===== config.mk =====
export PLATFORM = sky130hd
export DESIGN_NAME = gpio_port
export DESIGN_NICKNAME = d
export VERILOG_FILES = /design/src/rtl/gpio_pkg.sv /design/src/rtl/gpio_sync.sv /design/src/rtl/gpio_regs.sv /design/src/rtl/gpio_rdmux.sv /design/src/rtl/gpio_port.sv
export SDC_FILE = /design/constraint.sdc
export NUM_CORES = 1
export LEC_CHECK = 0
export BUFFER_PORTS_ARGS = -buffer_cell sky130_fd_sc_hd__buf_2
export CAP_MARGIN = 20
export CORE_ASPECT_RATIO = 1.75
export CORE_MARGIN = 5
export CORE_UTILIZATION = 52
export DETAILED_ROUTE_END_ITERATION = 12
export GPL_ROUTABILITY_DRIVEN = 1
export PLACE_DENSITY = 0.88
export SETUP_SLACK_MARGIN = 0.1
export SYNTH_ARGS = -nofsm -noshare
export SYNTH_HDL_FRONTEND = slang
export SYNTH_SLANG_ARGS = --single-unit

===== constraint.sdc =====
create_clock -name clk -period 1.22 [get_ports clk]
set_input_delay 0.244 -clock clk [delete_from_list [all_inputs] [get_ports clk]]
set_output_delay 0.244 -clock clk [all_outputs]
set_load 0.03 [all_outputs]

===== src/rtl/gpio_pkg.sv =====
package gpio_pkg;

  typedef enum logic [1:0] {
    ADR_DIR  = 2'd0,
    ADR_LVL  = 2'd1,
    ADR_SNS  = 2'd2,
    ADR_NONE = 2'd3
  } gpio_addr_e;

  typedef enum logic [1:0] {
    OP_IDLE = 2'd0,
    OP_BYTE = 2'd1,
    OP_BSET = 2'd2,
    OP_BCLR = 2'd3
  } gpio_op_e;

  // Strobe priority: byte write, then bit set, then bit clear.
  function automatic gpio_op_e pick_op(input logic wr, input logic bset, input logic bclr);
    if (wr)        return OP_BYTE;
    else if (bset) return OP_BSET;
    else if (bclr) return OP_BCLR;
    else           return OP_IDLE;
  endfunction

endpackage


===== src/rtl/gpio_sync.sv =====
module gpio_sync #(
  parameter int WIDTH  = 8,
  parameter int STAGES = 2
) (
  input  logic             clk,
  input  logic             rst_n,
  input  logic [WIDTH-1:0] d,
  output logic [WIDTH-1:0] q
);

  logic [WIDTH-1:0] chain [STAGES];
  logic             armed_q;

  always_ff @(posedge clk or negedge rst_n) begin
    if (!rst_n) armed_q <= 1'b0;
    else        armed_q <= 1'b1;
  end

  always_ff @(posedge clk or negedge rst_n) begin
    if (!rst_n) chain[0] <= '0;
    else        chain[0] <= d;
  end

  for (genvar s = 1; s < STAGES; s++) begin : g_stage
    always_ff @(posedge clk or negedge rst_n) begin
      if (!rst_n) chain[s] <= '0;
      else        chain[s] <= chain[s-1];
    end

    // Each stage holds what the stage before it held one edge earlier.
    assert_sync_shift_R6: assert property (@(posedge clk) disable iff (!rst_n)
      armed_q |=> chain[s] == $past(chain[s-1]));
  end

  assign q = chain[STAGES-1];

endmodule


===== src/rtl/gpio_regs.sv =====
module gpio_regs
  import gpio_pkg::*;
#(
  parameter int PINS  = 8,
  parameter int IDX_W = 3
) (
  input  logic             clk,
  input  logic             rst_n,
  input  gpio_addr_e       addr,
  input  logic             wr,
  input  logic [PINS-1:0]  wdata,
  input  logic             bset,
  input  logic             bclr,
  input  logic [IDX_W-1:0] bidx,
  output logic [PINS-1:0]  dir_q,
  output logic [PINS-1:0]  lvl_q
);

  // One-hot mask for the addressed bit.
  function automatic logic [PINS-1:0] bit_mask(input logic [IDX_W-1:0] idx);
    logic [PINS-1:0] m;
    m = '0;
    m[idx] = 1'b1;
    return m;
  endfunction

  // New value of a plain storage register for one bus operation.
  function automatic logic [PINS-1:0] store_next(input gpio_op_e op,
                                                  input logic [PINS-1:0] cur,
                                                  input logic [PINS-1:0] data,
                                                  input logic [PINS-1:0] m);
    case (op)
      OP_BYTE: return data;
      OP_BSET: return cur | m;
      OP_BCLR: return cur & ~m;
      default: return cur;
    endcase
  endfunction

  // Toggle mask produced by an access to the pin-sense address:
  // ones written there flip level bits; zeros and clears do nothing.
  function automatic logic [PINS-1:0] flip_mask(input gpio_op_e op,
                                                 input logic [PINS-1:0] data,
                                                 input logic [PINS-1:0] m);
    case (op)
      OP_BYTE: return data;
      OP_BSET: return m;
      default: return '0;
    endcase
  endfunction

  gpio_op_e        op;
  logic [PINS-1:0] sel_mask;
  logic            dir_hit;
  logic            lvl_hit;
  logic            sns_hit;
  logic [PINS-1:0] flip_bits;
  logic [PINS-1:0] dir_d;
  logic [PINS-1:0] lvl_d;
  logic            armed_q;

  assign op        = pick_op(wr, bset, bclr);
  assign sel_mask  = bit_mask(bidx);
  assign dir_hit   = (addr == ADR_DIR) && (op != OP_IDLE);
  assign lvl_hit   = (addr == ADR_LVL) && (op != OP_IDLE);
  assign sns_hit   = (addr == ADR_SNS) && (op != OP_IDLE);
  assign flip_bits = sns_hit ? flip_mask(op, wdata, sel_mask) : '0;

  always_comb begin
    dir_d = dir_q;
    lvl_d = lvl_q ^ flip_bits;
    if (dir_hit) dir_d = store_next(op, dir_q, wdata, sel_mask);
    if (lvl_hit) lvl_d = store_next(op, lvl_q, wdata, sel_mask);
  end

  always_ff @(posedge clk or negedge rst_n) begin
    if (!rst_n) begin
      dir_q   <= '0;
      lvl_q   <= '0;
      armed_q <= 1'b0;
    end else begin
      dir_q   <= dir_d;
      lvl_q   <= lvl_d;
      armed_q <= 1'b1;
    end
  end

  assert_dir_load_R3: assert property (@(posedge clk) disable iff (!rst_n)
    armed_q && wr && addr == ADR_DIR |=> dir_q == $past(wdata));

  assert_lvl_load_R4: assert property (@(posedge clk) disable iff (!rst_n)
    armed_q && wr && addr == ADR_LVL |=> lvl_q == $past(wdata));

  assert_toggle_byte_R7: assert property (@(posedge clk) disable iff (!rst_n)
    armed_q && wr && addr == ADR_SNS |=> lvl_q == ($past(lvl_q) ^ $past(wdata)) && $stable(dir_q));

  assert_bitop_local_R8: assert property (@(posedge clk) disable iff (!rst_n)
    armed_q && !wr && (bset || bclr) && addr == ADR_LVL
    |=> ((lvl_q ^ $past(lvl_q)) & ~$past(sel_mask)) == '0 && $stable(dir_q));

  assert_sense_clear_R9: assert property (@(posedge clk) disable iff (!rst_n)
    armed_q && !wr && !bset && bclr && addr == ADR_SNS |=> $stable(lvl_q) && $stable(dir_q));

  assert_hole_ignored_R2: assert property (@(posedge clk) disable iff (!rst_n)
    armed_q && addr == ADR_NONE |=> $stable(lvl_q) && $stable(dir_q));

  assert_write_wins_R10: assert property (@(posedge clk) disable iff (!rst_n)
    armed_q && wr && bclr && addr == ADR_DIR |=> dir_q == $past(wdata));

endmodule


===== src/rtl/gpio_rdmux.sv =====
module gpio_rdmux
  import gpio_pkg::*;
#(
  parameter int PINS = 8
) (
  input  gpio_addr_e      addr,
  input  logic [PINS-1:0] dir_q,
  input  logic [PINS-1:0] lvl_q,
  input  logic [PINS-1:0] sense,
  output logic [PINS-1:0] rdata
);

  always_comb begin
    case (addr)
      ADR_DIR: rdata = dir_q;
      ADR_LVL: rdata = lvl_q;
      ADR_SNS: rdata = sense;
      default: rdata = '0;
    endcase
  end

endmodule


===== src/rtl/gpio_port.sv =====
module gpio_port
  import gpio_pkg::*;
#(
  parameter int PINS        = 8,
  parameter int SYNC_STAGES = 2,
  localparam int IDX_W      = (PINS > 1) ? $clog2(PINS) : 1
) (
  input  logic             clk,
  input  logic             rst_n,
  input  logic [1:0]       bus_addr,
  input  logic             bus_wr,
  input  logic [PINS-1:0]  bus_wdata,
  input  logic             bus_bset,
  input  logic             bus_bclr,
  input  logic [IDX_W-1:0] bus_bidx,
  output logic [PINS-1:0]  bus_rdata,
  output logic [PINS-1:0]  pad_oe,
  output logic [PINS-1:0]  pad_out,
  output logic [PINS-1:0]  pad_pu,
  input  logic [PINS-1:0]  pad_in
);

  gpio_addr_e      addr;
  logic [PINS-1:0] dir_q;
  logic [PINS-1:0] lvl_q;
  logic [PINS-1:0] sense;

  assign addr = gpio_addr_e'(bus_addr);

  gpio_sync #(.WIDTH(PINS), .STAGES(SYNC_STAGES)) u_sync (
    .clk   (clk),
    .rst_n (rst_n),
    .d     (pad_in),
    .q     (sense)
  );

  gpio_regs #(.PINS(PINS), .IDX_W(IDX_W)) u_regs (
    .clk   (clk),
    .rst_n (rst_n),
    .addr  (addr),
    .wr    (bus_wr),
    .wdata (bus_wdata),
    .bset  (bus_bset),
    .bclr  (bus_bclr),
    .bidx  (bus_bidx),
    .dir_q (dir_q),
    .lvl_q (lvl_q)
  );

  gpio_rdmux #(.PINS(PINS)) u_rdmux (
    .addr  (addr),
    .dir_q (dir_q),
    .lvl_q (lvl_q),
    .sense (sense),
    .rdata (bus_rdata)
  );

  for (genvar p = 0; p < PINS; p++) begin : g_pin
    assign pad_oe[p]  = dir_q[p];
    assign pad_out[p] = lvl_q[p];
    assign pad_pu[p]  = lvl_q[p] & ~dir_q[p];
  end

  // The level and direction registers both reset to zero.
  assert_reset_quiet_R1: assert property (@(posedge clk)
    !rst_n |-> pad_oe == '0 && pad_out == '0);

endmodule


==> results of run 1 <==
## kinds of logic after synthesis
kind of cell | synth area share, %
and+or+nand+nor | 24.0
AOI/OAI and AO/OA | 22.9
DFF | 38.2
buffers and inverters | 6.09
muxes | 5.44
adders and majority gates | 2.99
xor gates and xnor gates | 0.418
## metrics by stage
step           util [%]  std cells  TNS (ps)
4_1_cts            92.1        391     -9900
3_3_place_gp       76.5        373    -16340
2_1_floorplan         -        231    -12110
3_5_place_dp       76.5        373    -17760
## layer usage
| metal | GRT overflow | GRT usage, % |
|---|---|---|
| met1 | 0 | 70.5 |
| met2 | 65 | 94.2 |
| met3 | 2 | 46.9 |
| met4 | 38 | 90.1 |
| met5 | 0 | 3.30 |
## what timing repair did
item	in CTS
setup buffers	9
pin swaps	13
setup endpoints to repair	48
resized for setup	113
hold buffers	1
hold endpoints to repair	32
==> summary.txt, run 1 <==
STA
  • Worst-path end type: register input
  • Worst_ep grt: u_regs.lvl_q[4]$_DFFE_PN0P_/D

Die
  • Die X: 58.0 um
  • Cell Rows: 30
  • Top-level I/O count: 58
  • Vert. Die Dim: 94.0 um
  • Initial Utilization: 53.7%

Clock network
  • Clock sink count: 32
  • H-tree depth: 2
  • Root buffer cell: clkbuf_8
  • Bufs on Longest Clock Path: 2
  • TritonCTS buffer count: 5

Placement
  • Final Wtd Congestion: between 0.8 and 0.9
  • Post-DP HPWL: approximately 5.0 mm
  • Dpl ws: -1010 ps
  • Placed Area: 2990 um2
  • Port Buf Inserts: 57

Run status
  • Tool error: [ERROR GRT-0232] Routing congestion too high. Check the congestion heatmap in the GUI.
  • Stopped at: global routing
  • Status: aborted with a tool error

Synthesis
  • Area leader, netlist: dfrtp_1
  • Cell area after synthesis: ~2100 um2
  • Post-Syn Instances: approximately 230
  • Seq cells post-synth: 32
  • Synth unique cells: 52
  • Syn_area_per_cell: 9.07 um2
  • Number of synthesized flops with an enable pin: 0
  • Synth top area cells: dfrtp_1 (38%), nand2_1 (3.9%), nor2b_1 (3.9%)
  • Yosys warnings: 0
  • Ys async rst share: 100%
  • Commonest cells post-synth: dfrtp_1 (32), nand2_1 (22), o21ai_1 (15)
  • Register area share after synthesis: 38.2%
  • Most frequent cell after synthesis: dfrtp_1
  • Syn Nets: 262
  • Yosys top cell area share: 38.2%
  • Prevailing post-synth register cell: dfrtp_1

GRT
  • GR Overflow Total: 105
  • Largest net degree at the start of global routing: 33
  • GRT Resource Usage Total: 73.9%
==> run 2: changes to the inputs <==
Settings changed: CORE_ASPECT_RATIO 1.75 to unset, CORE_UTILIZATION 52 to 40, PLACE_DENSITY 0.88 to unset, PLACE_DENSITY_LB_ADDON set to 0.15, SETUP_SLACK_MARGIN 0.1 to unset.
==> run 2 against run 1 <==
The flow now finishes, with violations (negative setup slack). Area after synthesis unchanged. Synthesized cell count stayed put.
==> summary.txt, run 2 <==
Synthesis
  • Area share of fa/ha/maj cells after synthesis: 2.99% (unchanged)
  • Synth unique cells: 52 (unchanged)
  • Register area share after synthesis: 38.2% (unchanged)
  • Yosys top cell area share: 38.2% (unchanged)
  • Synth Area in Simple Gates: 24.0% (unchanged)
  • Syn_area_per_cell: 9.07 um2 (unchanged)
  • Post-Syn Instances: 231 (unchanged)
  • Number of synthesized flops with an enable pin: 0 (unchanged)
  • Largest family of logic cells by synthesized area: simple AND/OR/NAND/NOR gates
  • Commonest cells post-synth: dfrtp_1 (32), nand2_1 (22), o21ai_1 (15)
  • Ys async rst share: 100% (unchanged)
  • Syn Nets: 262 (unchanged)
  • Yosys warnings: 0 (unchanged)
  • Xor/xnor share of the synthesized area: 0.418% (unchanged)
  • Most frequent cell after synthesis: dfrtp_1
  • Seq cells post-synth: 32 (unchanged)
  • Compound-gate portion of the synthesized area: 22.9% (unchanged)
  • Prevailing post-synth register cell: dfrtp_1
  • Synth top area cells: dfrtp_1 (38%), nand2_1 (3.9%), nor2b_1 (3.9%)
  • Cell area after synthesis: 2090 um2 (unchanged)
  • Mux share of post-synthesis cell area: 5.44% (unchanged)
  • Area leader, netlist: dfrtp_1

Clock network
  • TritonCTS buffer count: 5 (unchanged)
  • Clock slew at the register clock pins of the worst setup and hold paths: approximately 70 ps
  • Worst skew pair latency: 280 ps
  • Clock sink count: 32 (unchanged)
  • Root buffer cell: clkbuf_8
  • CTS tree: yes
  • Bufs on Longest Clock Path: 2 (unchanged)
  • H-tree depth: 2 (unchanged)

STA
  • Worst-Margin Slew: 329 ps
  • Final worst path period share: 146%
  • Hold WS: 54.9 ps
  • Final Max Tran Viols: 0
  • Max Clock Freq: 0.563 GHz
  • Final min period: between 1500 and 2000 ps
  • Final setup viols: 36
  • Final-report hold violation count: 0
  • Clk_skew: 0.130 ps
  • Slew headroom: 78.1%
  • Setup ws final: -558 ps
  • Setup repair after global routing missed its margin: true

Critical path
  • Critical path depth: 8
  • Crit path max fanout: 7
  • Crit path required time: 1370 ps
  • Critical path buffers and inverters: 2
  • Cell family with most CP delay: compound AO/OA/AOI/OAI gates
  • R2R depth: 5
  • Crit start category: input pin
  • Worst Setup End Kind: flip-flop
  • Reg2reg setup slack: 10 ps
  • Arr. time, crit path: 1930 ps
  • Capturing point of the worst reg2reg path: u_regs.dir_q[7]
  • CP max stage delay: roughly 400 ps
  • CP cell instances: buf_8 > nor2_4 > or2_4 > inv_1 > ha_2 > mux2_2 > o311ai_4 > o221ai_2
  • Reg-to-Reg Start: u_regs.dir_q[7]
  • Kind of critical path: input pin to flip-flop
  • Slowest cell on crit path: mux2_2

Hold path
  • Hold_sp: pad_in[0]
  • Hold EP: u_sync.chain[8]
  • Hold Path Class: input pin to flip-flop
  • Hold path depth: 1

Finish
  • Layout Cells excl Fill: 426
  • Diodes inserted: 0
  • Area Overhead vs Synth: 76.1%
  • Register area: between 800 and 900 um2
  • Most common cell after layout, fill and taps aside: buf_4
  • Final #Nets: approximately 390
  • Most frequent cells in the layout: buf_4 (59), buf_6 (37), buf_2 (31)
  • Multi-input gate area in the final layout: 1500 um2
  • Layout cells sized above 1: 60.4%
  • Fill cells: 386

Die
  • Die area: 6780 um2
  • Core Area: 5110 um2
  • Initial Utilization: 41.0% (-13 points)
  • Die X: 82.4 um (+42%)
  • Top-level I/O count: 58 (unchanged)
  • Cell Rows: 26 (-13%)
  • Vert. Die Dim: 82.4 um (-12%)

GRT
  • Initial antenna violation count: 0
  • Vias in the first global route: 2,150
  • First-pass GRT wire length: 10.5 mm
  • Largest net degree at the start of global routing: 33
  • GR Overflow Total: 0
  • GRT Resource Usage Total: 20.8%

Routing
  • Residual DRC count: 0
  • Final Routed Wirelength: 7.16 mm
  • Vias per cell: 5.35
  • Initial DRC Count: 56
  • Routed len/inst: 16.8 um
  • Pre-Repair DR Iteration Count: 4
  • Routed vias: 2,280
  • Post-route ant nets: 0

Placement
  • Dpl ws: -950 ps (+60.6 ps)
  • Port Buf Inserts: 57 (unchanged)
  • Post-DP HPWL: 4.49 mm (-9.7%)
  • Placed Cells incl. Taps: 385 (+3.2%)
  • Final Wtd Congestion: 0.844 (-3.1%)

Run status
  • Status: complete, but fails checks
  • Failing checks: negative setup slack

Pwr
  • Lkg Pwr: 1.64 nW
  • Total power: approximately 0.0055 W
  • PD cells: around 1500 nW/um2
  • Peak supply drop: 1.01 mV

Job
  • Max-cap check violation count: 0
-- run 2: logic make-up after synthesis --
family	count (synthesis)
multiplexers	11
buffers and inverters	26
AND/OR/NAND/NOR	83
flip-flops	32
AO/OA/AOI/OAI	73
adder cells (fa/ha/maj)	5
XOR/XNOR	1
-- run 2: final cells by class --
cell class	instances	share of cell area (%)
multi-input combinational	173	40.7
inverter	7	0.780
sequential	32	21.9
tap	70	2.37
clock buffer	8	2.71
timing repair buffer	136	31.5
-- run 2: how the worst max path moves through the flow --
stage	slack, ps	end	start
after floorplan	-840	u_regs.lvl_q[7]	bus_wr
after global placement	-890	u_regs.lvl_q[5]	bus_bset
after detailed placement	-950	u_regs.lvl_q[7]	bus_bset
after CTS	-570	u_regs.lvl_q[5]	bus_wr
after global routing	-630	u_regs.lvl_q[6]	bus_bclr
final	-560	u_regs.lvl_q[6]	bus_bclr
-- run 2: layer usage --
| layer | track usage [%] | wire, um |
|---|---|---|
| met1 | 25.2 | 2910 |
| met2 | 35.3 | 3700 |
| met3 | 3.80 | 289 |
| met4 | 10.1 | 255 |
| met5 | 0 | 0 |
-- run 2: where the power goes --
part           internal, W  switching [W]
Clock             0.000515       0.000390
Combinational      0.00156        0.00158
Sequential         0.00128       0.000212
Total              0.00335        0.00218
-- run 2: stage by stage --
| stage | area [um2] | utilization, % | TNS, ps |
|---|---|---|---|
| after floorplan | 2210 | - | -12140 |
| after global placement | 2820 | 55.2 | -16020 |
| after detailed placement | 2820 | 55.2 | -16730 |
| after CTS | 3320 | 65.1 | -9620 |
| after global routing | 3690 | 72.2 | -11430 |
| final | 3690 | 72.2 | -9790 |
-- run 2: timing repair --
item | CTS | global route
setup buffers | 16 | 17
hold buffers | 1 | 0
hold endpoints to repair | 32 | 0
cloned | 0 | 1
resized for setup | 74 | 60
endpoints found under the setup margin | 32 | 39
pin swaps | 8 | 15
Power figures use the tool's default switching activity.
